[src/rtl/cexp_pkg.sv]
package cexp_pkg;
  typedef struct packed {
    logic [7:0] hi;
    logic [7:0] lo;
  } colour_t;
endpackage

[src/rtl/cexp_seq.sv]
module cexp_seq #(
  parameter int NPIX = 8,
  localparam int IW = $clog2(NPIX)
) (
  input  logic          clk_i,
  input  logic          rst_ni,
  input  logic          start_i,
  output logic          busy_o,
  output logic          done_o,
  output logic [IW-1:0] idx_o
);
  localparam logic [IW-1:0] LAST = IW'(NPIX - 1);

  always_ff @(posedge clk_i or negedge rst_ni) begin
    if (!rst_ni) begin
      busy_o <= 1'b0;
      done_o <= 1'b0;
      idx_o  <= '0;
    end else begin
      done_o <= 1'b0;
      if (busy_o) begin
        if (idx_o == LAST) begin
          busy_o <= 1'b0;
          done_o <= 1'b1;
          idx_o  <= '0;
        end else begin
          idx_o <= idx_o + 1'b1;
        end
      end else if (start_i) begin
        busy_o <= 1'b1;
        idx_o  <= '0;
      end
    end
  end

  // one step per cycle while running
  p_step_inc_r2: assert property (@(posedge clk_i) disable iff (!rst_ni)
    (busy_o && $past(busy_o)) |-> idx_o == IW'($past(idx_o) + 1'b1));
endmodule

[src/rtl/cexp_addr.sv]
module cexp_addr #(
  parameter int AW = 22,
  parameter int IW = 3
) (
  input  logic [AW-1:0] offset_i,
  input  logic [AW-1:0] mask_i,
  input  logic [IW-1:0] idx_i,
  input  logic          wide_i,
  output logic [AW-1:0] addr_o
);
  logic [AW-1:0] step;
  logic [AW-1:0] sum;

  always_comb begin
    step = wide_i ? AW'({idx_i, 1'b0}) : AW'(idx_i);
    sum  = offset_i + step;
    // re-mask every pixel; wide pixels are word aligned
    addr_o = sum & mask_i & ~AW'(wide_i);
  end
endmodule

[src/rtl/cexp_pix.sv]
module cexp_pix
  import cexp_pkg::*;
(
  input  logic        active_i,
  input  logic        bit_i,
  input  logic        opaque_i,
  input  logic        wide_i,
  input  colour_t     fg_i,
  input  colour_t     bg_i,
  output logic        we_o,
  output logic [1:0]  be_o,
  output logic [15:0] wdata_o
);
  colour_t col;

  always_comb begin
    col  = bit_i ? fg_i : bg_i;
    we_o = active_i & (bit_i | opaque_i);
    be_o = we_o ? {wide_i, 1'b1} : 2'b00;
    wdata_o = wide_i ? {col.hi, col.lo} : {8'h00, col.lo};
  end
endmodule

[src/rtl/cexp_writer.sv]
module cexp_writer
  import cexp_pkg::*;
#(
  parameter int AW   = 22,
  parameter int NPIX = 8,
  localparam int IW  = $clog2(NPIX)
) (
  input  logic          clk_i,
  input  logic          rst_ni,
  input  logic          req_i,
  input  logic [AW-1:0] offset_i,
  input  logic [7:0]    pattern_i,
  input  logic          opaque_i,
  input  logic          wide_i,
  input  logic [7:0]    fg_lo_i,
  input  logic [7:0]    fg_hi_i,
  input  logic [7:0]    bg_lo_i,
  input  logic [7:0]    bg_hi_i,
  input  logic [AW-1:0] addr_mask_i,
  output logic          busy_o,
  output logic          done_o,
  output logic          mem_we_o,
  output logic [AW-1:0] mem_addr_o,
  output logic [1:0]    mem_be_o,
  output logic [15:0]   mem_wdata_o
);
  logic          start;
  logic [IW-1:0] idx;
  logic [AW-1:0] off_q, mask_q;
  logic [7:0]    pat_q;
  logic          opaque_q, wide_q;
  colour_t       fg_q, bg_q;

  assign start = req_i & ~busy_o;

  always_ff @(posedge clk_i or negedge rst_ni) begin
    if (!rst_ni) begin
      off_q    <= '0;
      mask_q   <= '0;
      pat_q    <= '0;
      opaque_q <= 1'b0;
      wide_q   <= 1'b0;
      fg_q     <= '0;
      bg_q     <= '0;
    end else if (start) begin
      off_q    <= offset_i;
      mask_q   <= addr_mask_i;
      pat_q    <= pattern_i;
      opaque_q <= opaque_i;
      wide_q   <= wide_i;
      fg_q     <= '{hi: fg_hi_i, lo: fg_lo_i};
      bg_q     <= '{hi: bg_hi_i, lo: bg_lo_i};
    end else if (busy_o) begin
      pat_q <= {pat_q[6:0], 1'b0};  // msb first
    end
  end

  cexp_seq #(.NPIX(NPIX)) u_seq (
    .clk_i   (clk_i),
    .rst_ni  (rst_ni),
    .start_i (start),
    .busy_o  (busy_o),
    .done_o  (done_o),
    .idx_o   (idx)
  );

  cexp_addr #(.AW(AW), .IW(IW)) u_addr (
    .offset_i (off_q),
    .mask_i   (mask_q),
    .idx_i    (idx),
    .wide_i   (wide_q),
    .addr_o   (mem_addr_o)
  );

  cexp_pix u_pix (
    .active_i (busy_o),
    .bit_i    (pat_q[7]),
    .opaque_i (opaque_q),
    .wide_i   (wide_q),
    .fg_i     (fg_q),
    .bg_i     (bg_q),
    .we_o     (mem_we_o),
    .be_o     (mem_be_o),
    .wdata_o  (mem_wdata_o)
  );

  p_idle_quiet_r1: assert property (@(posedge clk_i) disable iff (!rst_ni)
    !busy_o |-> (!mem_we_o && mem_be_o == 2'b00));
  p_in_aperture_r9: assert property (@(posedge clk_i) disable iff (!rst_ni)
    mem_we_o |-> (mem_addr_o & ~mask_q) == '0);
  p_wide_even_r7: assert property (@(posedge clk_i) disable iff (!rst_ni)
    (mem_we_o && mem_be_o == 2'b11) |-> !mem_addr_o[0]);
  p_done_after_run_r10: assert property (@(posedge clk_i) disable iff (!rst_ni)
    done_o |-> ($past(busy_o) && !busy_o));
  p_done_single_r10: assert property (@(posedge clk_i) disable iff (!rst_ni)
    done_o |=> !done_o);
endmodule

[config.mk]
export PLATFORM = sky130hd
export DESIGN_NAME = cexp_writer
export DESIGN_NICKNAME = d
export VERILOG_FILES = /design/src/rtl/cexp_pkg.sv /design/src/rtl/cexp_seq.sv /design/src/rtl/cexp_addr.sv /design/src/rtl/cexp_pix.sv /design/src/rtl/cexp_writer.sv
export SDC_FILE = /design/constraint.sdc
export NUM_CORES = 1
export LEC_CHECK = 0
export ABC_AREA = 1
export BUFFER_PORTS_ARGS = -buffer_cell sky130_fd_sc_hd__buf_2
export CORE_MARGIN = 2
export CORE_UTILIZATION = 40
export CTS_CLUSTER_DIAMETER = 80
export CTS_CLUSTER_SIZE = 12
export DETAILED_ROUTE_END_ITERATION = 6
export PLACE_DENSITY_LB_ADDON = 0.3
export SYNTH_ARGS = -nofsm -noshare
export SYNTH_HDL_FRONTEND = slang
export SYNTH_SLANG_ARGS = --single-unit
[constraint.sdc]
create_clock -name clk_i -period 2.6 [get_ports clk_i]
set_clock_uncertainty 0.05 [all_clocks]
set_input_delay 0.26 -clock clk_i [delete_from_list [all_inputs] [get_ports clk_i]]
set_output_delay 0.26 -clock clk_i [all_outputs]
set_load 0.005 [all_outputs]
==> metrics.txt, run 1 <==
number of remaining DRC errors 0; worst ir drop on vdd 0.680 mV; Synth top area share 49.5%; Reg clk slew, reported paths 0.06 ns; CP max-delay cell dfrtp_2; maximum clock rate 390 MHz; number of flops mapped to enable cells by yosys 0; pin count of the biggest net entering global routing 62; full die area 12,400 um^2; Post-Synthesis Cell Area 4600 um^2; H-tree levels 3; syn_nets 711; fill count 1,140; PnR worst setup slack 0.0387 ns; via/cell ratio 4.73; first-pass GRT wire length 20.1 mm; most used routing layer met2; Slew Viols, Final 0; Comb power frac 38.6%; clock sinks 91; worst-path cell chain nor2_2 > ha_2 > inv_2 > fa_2 > inv_2 > nand2_2 > nand2_4 > inv_4 > o21bai_1 > nand2_1 > nor2_1 > buf_2; WS Path Type reg2out; met1 Use GR 25.1%; Setup crit end kind output port; final critical-path share of the clock period 98.5%; #FFs+latches synth 91; total track usage 20.2%; crit-path leading delay family adder cells; initial antenna violation count 0; total core area 11,300 um^2; DP HPWL 8.44 mm; RSZ-0062 raised after global routing true; CTS Buf Count 9; Clock power frac 21.9%; Net Sw Frac 38.7%; min cycle time layout 2.56 ns; Initial Util 40.6%; CTS tree done; Power Dens Cells 1120 nW/um^2; Worst Setup Start Kind register; dpl ws 0.323 ns; leading area contributor after synthesis dfrtp_1; share of power burned in registers 39.4%; LEAKAGE 3.14 nW; CP max stage delay 0.44 ns; DR vias 4,229; Post-Place Cells 871; Die Y 111 um; Slew HR 54.4%; Final Hold Viols 0; met3 usage 5.90%; Cell variety after synth 33; Post-Syn Instances 615; Synth Warn # 0; Slew @ Worst Pin 0.684 ns; Hold Startpoint fg_lo_i[7]; Routed Antenna Nets 0; depth of the worst hold-timing path 3; Die X 111 um; most frequent cell after synthesis nand2_1; Worst EP required 2.29 ns; final wirelength 12.0 mm; Int Power 4.01 mW; async set or reset register ratio after synthesis 100%; r2r setup slk 0.93 ns; sequential area share after synthesis 49.5%; Antenna diodes 0; WHS Endpoint fg_q[7]$_DFFE_PN0P_; launching point of the worst reg2reg path u_seq.busy_o$_DFF_PN0_; synth top area cells dfrtp_1, nand2_1, nor2_1; wire per inst 13.4 um; status complete, no violations; # setup viols final 0; I/O pin count 132; Synth Flop Type dfrtp_1; P&R area growth vs syn 27.4%; Final Cell Area 5860 um^2; Max Cap Viol 0; std cell rows 39; ratio of cells with drive above 1 in the final layout 27.8%; post-placement cell area 5380 um^2; drt pass-1 iters 4; Net Switching 2.53 mW; cell mode on critical path inv_2; worst hold path class in2reg; layout net count 843; Iter 0 DRT Violations 213; clock buffer depth 2; Clock Latency Late Sink 0.35 ns; Non-Filler Instances 895; I/O Buffers 131; GP Congestion 0.896; Buf/Inv on CP 4; reg-to-reg endpoint off_q[1]$_DFFE_PN0P_; root buffer cell clkbuf_16; crit-path max FO 6; FF-to-FF path depth 6; GRT met2 Usage 34.0%; syn avg cell area 7.48 um^2; Post-synth top cells nand2_1, dfrtp_1, nor2_1; crit path DAT 2.25 ns; GRT overflow 0; vias in the first global route 4,240
[sequential cells by signal (all words and copies together) (netlist names)]
name / flops
u_seq.busy_o: 1
fg_q: 16
mask_q: 22
pat_q: 8
opaque_q: 1
u_seq.idx_o: 3
off_q: 22
u_seq.done_o: 1
bg_q: 16
wide_q: 1
[worst reg2reg max path, stage by stage (launching register included)]
cell	delay [ns]
dfrtp_1	0.51
inv_4	0.17
nand2_4	0.06
inv_2	0.35
buf_12	0.26
nand2_1	0.09
o21ai_0	0.09
[per-stage QoR]
step | util, % | total power, mW | TNS [ns] | hold WS, ns
2_1_floorplan | - | 4.09 | 0 | -0.0856
3_3_place_gp | 47.5 | 4.87 | 0 | 0.282
3_5_place_dp | 47.5 | 4.96 | 0 | 0.291
4_1_cts | 50.8 | 6.50 | 0 | 0.0357
5_1_grt | 51.8 | 7.10 | -0.656 | 0.0462
6_report | 51.8 | 6.54 | 0 | 0.0482
[cell usage in the layout, fill, tap and decap left out, types with 8 or more instances in the layout]
| cell | synthesis | layout |
|---|---|---|
| buf_2 | 2 | 130 |
| o21ai_0 | 28 | 27 |
| dfrtp_1 | 91 | 89 |
| inv_1 | 41 | 38 |
| a21oi_1 | 11 | 11 |
| nor2_1 | 55 | 51 |
| nand2_2 | 11 | 14 |
| o21ai_1 | 11 | 11 |
| clkbuf_16 | 0 | 9 |
| nor2_4 | 4 | 8 |
| nand2_1 | 288 | 283 |
| nand3_1 | 12 | 12 |
| buf_4 | 9 | 10 |
[cell families (layout without fill, tap and decap cells)]
group / Yosys count / count (layout) / share of synthesized area, %
fa+ha+maj: 7 / 7 / 2.07
simple gates: 386 / 386 / 34.3
xor+xnor: 1 / 1 / 0.190
buf+inv: 70 / 207 / 6.74
flops: 91 / 91 / 49.5
compound gates: 60 / 60 / 7.15
[area by class of cell]
type                    count  area [um^2]  area share [%]
clock buffers              12          256            4.38
clock inverters             4         72.6            1.24
flip-flops and latches     91         2280            38.9
repair buffers            144          796            13.6
multi-input cells         454         2090            35.7
well taps                 143          179            3.05
inverters                  47          181            3.10
[worst max-delay path by stage]
| stage | from | end | slack [ns] | cells after the start |
|---|---|---|---|---|
| 4_1_cts | wide_q$_DFFE_PN0P_ | mem_addr_o[20] | 0.05 | 10 |
| 5_1_grt | wide_q$_DFFE_PN0P_ | mem_addr_o[14] | -0.10 | 12 |
| 3_3_place_gp | wide_q$_DFFE_PN0P_ | mem_addr_o[20] | 0.36 | 10 |
| 6_report | wide_q$_DFFE_PN0P_ | mem_addr_o[14] | 0.04 | 12 |
| 3_5_place_dp | wide_q$_DFFE_PN0P_ | mem_addr_o[20] | 0.32 | 11 |
| 2_1_floorplan | wide_q$_DFFE_PN0P_ | mem_addr_o[20] | 0.46 | 10 |
[layer usage]
| metal | vias up | share of wire (%) |
|---|---|---|
| met4 | 0 | 1.7 |
| met3 | 15 | 6.2 |
| met5 | - | 0 |
| li1 | 2162 | - |
| met2 | 123 | 48 |
| met1 | 1929 | 44 |
[repair_timing]
item,CTS,global route
setup buffers,2,5
endpoints found under the setup margin,11,18
hold endpoints to repair,48,0
pin swaps,1,14
resized for setup,6,21
hold buffers,1,0
[power by group through the flow]
stage	combinational [mW]	clock, mW	sequential (mW)
finish	2.53	1.43	2.58
global route	2.92	1.52	2.66
CTS	2.45	1.48	2.57
detailed placement	2.37	0	2.59
global placement	2.30	0	2.57
floorplan	1.70	0	2.39
No activity file was read; power rests on OpenSTA's default activity.
==> inputs of run 2 (changes only) <==
CORE_UTILIZATION = 50   (was 40)
==> metrics.txt, run 2 (synthesized netlist as in run 1, its figures left out) <==
Final Hold Viols 0 (unchanged); Max Cap Viol 0 (unchanged); Worst EP required 2.29 ns (about the same); std cell rows 35 (-10%); Die Y 99.9 um (-10%); Iter 0 DRT Violations 147 (-31%); ratio of cells with drive above 1 in the final layout 27.7% (-0.074 points); via/cell ratio 4.93 (+4.3%); wire per inst 13.3 um (-0.51%); Reg area 2280 um^2 (unchanged); total track usage 23.6% (+3.4 points); Slew @ Worst Pin 0.592 ns (-0.0927 ns); clock buffer depth 2 (unchanged); LEAKAGE 3.10 nW (-1.3%); CTS tree done; Slew HR 60.6% (+6.2 points); Net Sw Frac 40.6% (+1.9 points); GP Congestion 0.844 (-5.9%); I/O pin count 132 (unchanged); fill count 831 (-27%); Die X 99.9 um (-10%); root buffer cell clkbuf_8; Initial Util 50.8% (+10 points); Net Switching 2.56 mW (+1.3%); pin count of the biggest net entering global routing 65 (+4.8%); Antenna diodes 0 (unchanged); drt pass-1 iters 4 (unchanged); I/O Buffers 131 (unchanged); Comb power frac 42.0% (+3.4 points); crit path DAT 2.23 ns (-0.02 ns); most frequent cells in the layout nand2_1, buf_2, dfrtp_1, nor2_1, inv_1; Int Power 3.75 mW (-6.3%); Final Cell Area 5740 um^2 (-2.1%); number of remaining DRC errors 0 (unchanged); Post-Place Cells 839 (-3.7%); Clock power frac 17.2% (-4.7 points); vias in the first global route 4,252 (+0.28%); DP HPWL 8.09 mm (-4.2%); final hold slack 0.0273 ns (-0.0209 ns); H-tree levels 3 (unchanged); crit-path max FO 6 (unchanged); layout net count 845 (+0.24%); PnR worst setup slack 0.0607 ns (+0.0220 ns); DR vias 4,264 (+0.83%); min cycle time layout 2.54 ns (-0.0220 ns); GRT overflow 0 (unchanged); clock sinks 91 (unchanged); Setup crit end kind output port; maximum clock rate 394 MHz (+0.87%); WS Path Type reg2out; worst ir drop on vdd 0.553 mV (-19%); final critical-path share of the clock period 97.7% (-0.85 points); Power Dens Cells 1100 nW/um^2 (-1.3%); full die area 9990 um^2 (-19%); first-pass GRT wire length 19.0 mm (-5.7%); final wirelength 11.5 mm (-3.8%); Routed Antenna Nets 0 (unchanged); initial antenna violation count 0 (unchanged); CTS Buf Count 9 (unchanged); share of power burned in registers 40.9% (+1.5 points); worst hold path class in2reg; Slew Viols, Final 0 (unchanged); P&R area growth vs syn 24.7%; total core area 9060 um^2 (-20%); # setup viols final 0 (unchanged); commonest non-fill, non-tap cell in the layout nand2_1; Reg clk slew, reported paths 0.10 ns (+0.04 ns); footprint of the multi-input gates 2100 um^2 (+0.48%); Non-Filler Instances 865 (-3.4%); RSZ-0062 raised after global routing true; status complete, no violations; Worst Setup Start Kind register; Clock Latency Late Sink 0.36 ns (about the same); dpl ws 0.288 ns (-0.0354 ns); biggest regs mask_q (22), off_q (22); post-placement cell area 5340 um^2 (-0.74%)
[run 2: worst paths after layout]
check | from | end | slack (ns) | cells after the start
setup / recovery | wide_q$_DFFE_PN0P_ | mem_addr_o[14] | 0.06 | 13
hold / removal | bg_hi_i[5] | bg_q[13]$_DFFE_PN0P_ | 0.03 | 3
setup reg to reg | u_seq.busy_o$_DFF_PN0_ | off_q[4]$_DFFE_PN0P_ | 0.87 | 6
hold reg to reg | bg_q[12]$_DFFE_PN0P_ | bg_q[12]$_DFFE_PN0P_ | 0.43 | 2
max in group asynchronous | rst_ni | mask_q[10]$_DFFE_PN0P_ | 1.44 | 3
min in group asynchronous | rst_ni | pat_q[3]$_DFFE_PN0P_ | 0.39 | 2
[run 2: final cells by class]
type | count | share of cell area (%)
inverter | 47 | 3.12
timing repair buffer | 145 | 14.1
clock buffer | 10 | 2.22
sequential | 91 | 39.7
clock inverter | 6 | 1.68
multi-input combinational | 455 | 36.7
tap | 111 | 2.42
[run 2: routing by layer]
layer | vias up | share of wire [%] | GRT usage (%)
met5 | - | 0 | 0
met4 | 0 | 1.4 | 7.38
met3 | 14 | 6.4 | 5.43
met2 | 136 | 50 | 40.4
met1 | 1949 | 43 | 30.0
li1 | 2165 | - | -
[run 2: power by group through the flow]
stage                     sequential [mW]  clock, mW  combinational, mW
after floorplan                      2.39          0               1.70
after global placement               2.55          0               2.28
after detailed placement             2.58          0               2.37
after CTS                            2.56       1.12               2.49
after global routing                 2.66       1.17               3.03
final                                2.58       1.08               2.65
[run 2: metrics by stage]
| step | power (mW) | TNS [ns] | util, % |
|---|---|---|---|
| 4_1_cts | 6.17 | 0 | 62.1 |
| 3_5_place_dp | 4.94 | 0 | 58.9 |
| 6_report | 6.32 | 0 | 63.3 |
| 5_1_grt | 6.86 | -0.662 | 63.3 |
| 3_3_place_gp | 4.84 | 0 | 58.9 |
| 2_1_floorplan | 4.09 | 0 | - |
[run 2: timing repair]
item | in CTS | in global routing
gates cloned | 0 | 1
resized for setup | 9 | 20
setup buffers | 4 | 4
setup endpoints to repair | 13 | 20
hold buffers | 1 | 0
pin swaps | 5 | 11
endpoints found under the hold margin | 43 | 0
[run 2: critical path, stage by stage (launching register included)]
cell	delay, ns
dfrtp_2	0.47
buf_6	0.14
nand2_1	0.06
o21ai_2	0.07
ha_4	0.29
nand2_2	0.09
nor2_4	0.12
nand2_2	0.07
nand2_4	0.08
inv_2	0.05
o21bai_1	0.14
nand2_1	0.07
nor2_1	0.11
buf_2	0.12
==> inputs of run 3 (changes only) <==
--- a/config.mk
+++ b/config.mk
@@ -9,2 +9,3 @@
 export BUFFER_PORTS_ARGS = -buffer_cell sky130_fd_sc_hd__buf_2
+export CAP_MARGIN = 20
 export CORE_MARGIN = 2
@@ -17,2 +18,3 @@
 export SYNTH_HDL_FRONTEND = slang
+export SYNTH_HIERARCHICAL = 1
 export SYNTH_SLANG_ARGS = --single-unit
--- a/constraint.sdc
+++ b/constraint.sdc
@@ -4,2 +4,2 @@
 set_output_delay 0.26 -clock clk_i [all_outputs]
-set_load 0.005 [all_outputs]
+set_load 0.1 [all_outputs]
==> metrics.txt, run 3 <==
Die X 102 um (+2.3%); I/O pin count 132 (unchanged); # setup viols final 13 (+13); final critical-path share of the clock period 104% (+6.0 points); number of remaining DRC errors 0 (unchanged); crit path DAT 2.38 ns (+0.15 ns); first-pass GRT wire length 20.4 mm (+7.1%); share of power burned in registers 26.6% (-14 points); root buffer cell clkbuf_8; Compound-Gate Fraction of Synth Area 1.95% (-5.2 points); std cell rows 35 (unchanged); ratio of cells with drive above 1 in the final layout 33.7% (+6.0 points); Initial Util 51.9% (+1.2 points); Iter 0 DRT Violations 204 (+39%); crit-path max FO 7 (+1); Worst EP required 2.29 ns (about the same); GRT overflow 0 (unchanged); Slew HR 50.0% (-11 points); DR vias 4,642 (+8.9%); maximum clock rate 371 MHz (-5.7%); worst hold path class in2reg; Clock Latency Late Sink 0.35 ns (about the same); Cell variety after synth 32 (-3.0%); total track usage 24.7% (+1.1 points); Final Cell Area 6670 um^2 (+16%); Post-Synthesis Cell Area 4820 um^2 (+4.8%); Post-synth top cells nand2_1, dfrtp_1, nor2_1; Pwr Total 10.0 mW (+58%); RSZ-0062 raised after global routing true; largest family of logic cells by synthesized area simple AND/OR/NAND/NOR gates; via/cell ratio 4.92 (-0.25%); async set or reset register ratio after synthesis 100% (unchanged); launching point of the worst reg2reg path u_seq/busy_o$_DFF_PN0_; Synth top area share 47.2% (-2.3 points); most frequent cell after synthesis nand2_1; Routed Antenna Nets 0 (unchanged); Worst Setup Start Kind register; DP HPWL 8.66 mm (+7.1%); Net Sw Frac 54.5% (+14 points); Int Power 4.55 mW (+21%); Buf/Inv on CP 2 (-1); post-placement cell area 6020 um^2 (+13%); WS Path Type reg2out; commonest non-fill, non-tap cell in the layout nand2_1; Max Cap Viol 0 (unchanged); number of flops mapped to enable cells by yosys 0 (unchanged); Final Hold Viols 0 (unchanged); WHS Endpoint bg_q[2]$_DFFE_PN0P_; CP max-delay cell dfrtp_2; PnR worst setup slack -0.0941 ns (-0.155 ns); sequential area share after synthesis 47.2% (-2.3 points); Power Dens Cells 1500 nW/um^2 (+36%); mux cell area share after synthesis 0.234% (+0.23 points); Antenna diodes 0 (unchanged); Setup crit end kind output port; total core area 9280 um^2 (+2.4%); Post-Syn Instances 667 (+8.5%); layout net count 907 (+7.3%); final wirelength 12.7 mm (+10%); clock buffer depth 2 (unchanged); r2r setup slk 0.72 ns (-0.15 ns); reg-to-reg endpoint mask_q[6]$_DFFE_PN0P_; CTS Buf Count 9 (unchanged); Slew Viols, Final 0 (unchanged); Comb power frac 62.6% (+21 points); depth of the worst hold-timing path 3 (unchanged); most frequent cells in the layout nand2_1, buf_2, dfrtp_1, nor2_1, inv_1; full die area 10,400 um^2 (+4.6%); worst ir drop on vdd 0.867 mV (+57%); Hold Startpoint bg_lo_i[2]; Reg clk slew, reported paths 0.10 ns (about the same); Synth Flop Type dfrtp_1; Clock power frac 10.8% (-6.4 points); post-layout util 71.9% (+8.6 points); I/O Buffers 131 (unchanged); GP Congestion 0.947 (+12%); wire per inst 13.4 um (+1.1%); CP max stage delay 0.48 ns (about the same); min cycle time layout 2.69 ns (+0.155 ns); Net Switching 5.45 mW (+110%); crit-path leading delay family simple AND/OR/NAND/NOR gates; P&R area growth vs syn 38.4%; final setup TNS -0.633 ns (-0.633 ns); biggest regs mask_q (22), off_q (22); FF-to-FF path depth 5 (-1); vias in the first global route 4,447 (+4.6%); CTS tree done; Simple-Gate Fraction of Synth Area 40.7% (+6.3 points); initial antenna violation count 0 (unchanged); drt pass-1 iters 7 (+3); H-tree levels 3 (unchanged); Synth Area in XOR/XNOR 0.182% (-0.0087 points); Synth Warn # 6 (+6); final hold slack 0.0407 ns (+0.0134 ns); pin count of the biggest net entering global routing 60 (-7.7%); violated checks setup timing; syn avg cell area 7.23 um^2 (-3.4%); #FFs+latches synth 91 (unchanged); leading area contributor after synthesis dfrtp_1; LEAKAGE 3.57 nW (+15%); synth top area cells dfrtp_1, nand2_1, nor2_1; Slew @ Worst Pin 0.751 ns (+0.159 ns); status finished, violations left; worst-path cell chain mux2_4 > ha_4 > inv_2 > nand2_4 > nand3_4 > nand2_8 > nand3_4 > nand2_2 > nand2_2 > nor2_4 > buf_12; Die Y 102 um (+2.3%); syn_nets 763 (+7.3%); clock sinks 91 (unchanged); adder-cell share of the synthesized area 1.97% (-0.094 points)
run 3: cell count changes in the layout (fill, tap and decap cells not counted), moves of 14 or more:
cell,previous run,this run
o21ai_0,25,2
nand2_1,284,342
nor2_4,7,21
buf_2,130,109
buf_12,3,24
nor2_1,52,38
run 3: metal layers:
| metal | vias to the layer above | wire length [um] | global-route usage [%] |
|---|---|---|---|
| li1 | 2305 | - | - |
| met2 | 155 | 6330 | 43.3 |
| met4 | 0 | 322 | 7.69 |
| met3 | 23 | 662 | 4.10 |
| met5 | - | 0 | 0 |
| met1 | 2159 | 5370 | 31.6 |
run 3: worst max path at each step:
stage | end | slack, ns | start | cells past startpoint
2_1_floorplan | mem_addr_o[2] | -0.46 | wide_q$_DFFE_PN0P_ | 7
3_3_place_gp | mem_addr_o[8] | 0.15 | wide_q$_DFFE_PN0P_ | 11
3_5_place_dp | mem_addr_o[8] | 0.07 | wide_q$_DFFE_PN0P_ | 11
4_1_cts | mem_addr_o[14] | -0.06 | wide_q$_DFFE_PN0P_ | 11
5_1_grt | mem_addr_o[17] | -0.18 | wide_q$_DFFE_PN0P_ | 13
6_report | mem_addr_o[17] | -0.09 | wide_q$_DFFE_PN0P_ | 11
run 3: cell families (layout without fill, tap and decap cells):
logic type / after synthesis / count (layout)
adders and majority gates: 7 / 7
buffers and inverters: 70 / 217
xor gates and xnor gates: 1 / 1
muxes: 1 / 1
DFF: 91 / 91
AOI/OAI and AO/OA: 17 / 17
and+or+nand+nor: 480 / 481
run 3: area by class of cell:
| class | count | area, um^2 |
|---|---|---|
| Multi-Input combinational cell | 507 | 2620 |
| Fill cell | 762 | 2610 |
| Sequential cell | 91 | 2280 |
| Timing Repair Buffer | 155 | 1200 |
| Inverter | 47 | 184 |
| Tap cell | 129 | 161 |
| Clock buffer | 10 | 138 |
| Clock inverter | 5 | 86.3 |
run 3: worst register-to-register path, stage by stage (launching register included):
cell and delay, ns:
dfrtp_1 0.80, inv_4 0.14, nand2_4 0.39, buf_12 0.26, nand2_1 0.09, nand2_1 0.08
run 3: timing repair:
item,CTS,global route
buffers inserted,8,5
pin swaps,19,27
hold buffers,1,0
hold endpoints to repair,57,0
cloned,1,0
gates resized for setup,40,40
setup endpoints to repair,19,20
run 3: stage by stage:
| stage | setup slack [ns] | std cells |
|---|---|---|
| final | -0.0941 | 944 |
| after global routing | -0.183 | 944 |
| after CTS | -0.0585 | 939 |
| after detailed placement | 0.0745 | 914 |
| after global placement | 0.147 | 914 |
| after floorplan | -0.459 | 667 |
run 3: power by group through the flow:
| stage | Clock (mW) | Sequential [mW] | Combinational [mW] |
|---|---|---|---|
| finish | 1.08 | 2.66 | 6.26 |
| global placement | 0 | 2.62 | 5.49 |
| CTS | 1.11 | 2.64 | 5.91 |
| detailed placement | 0 | 2.64 | 5.58 |
| global route | 1.17 | 2.76 | 6.64 |
| floorplan | 0 | 2.52 | 4.33 |
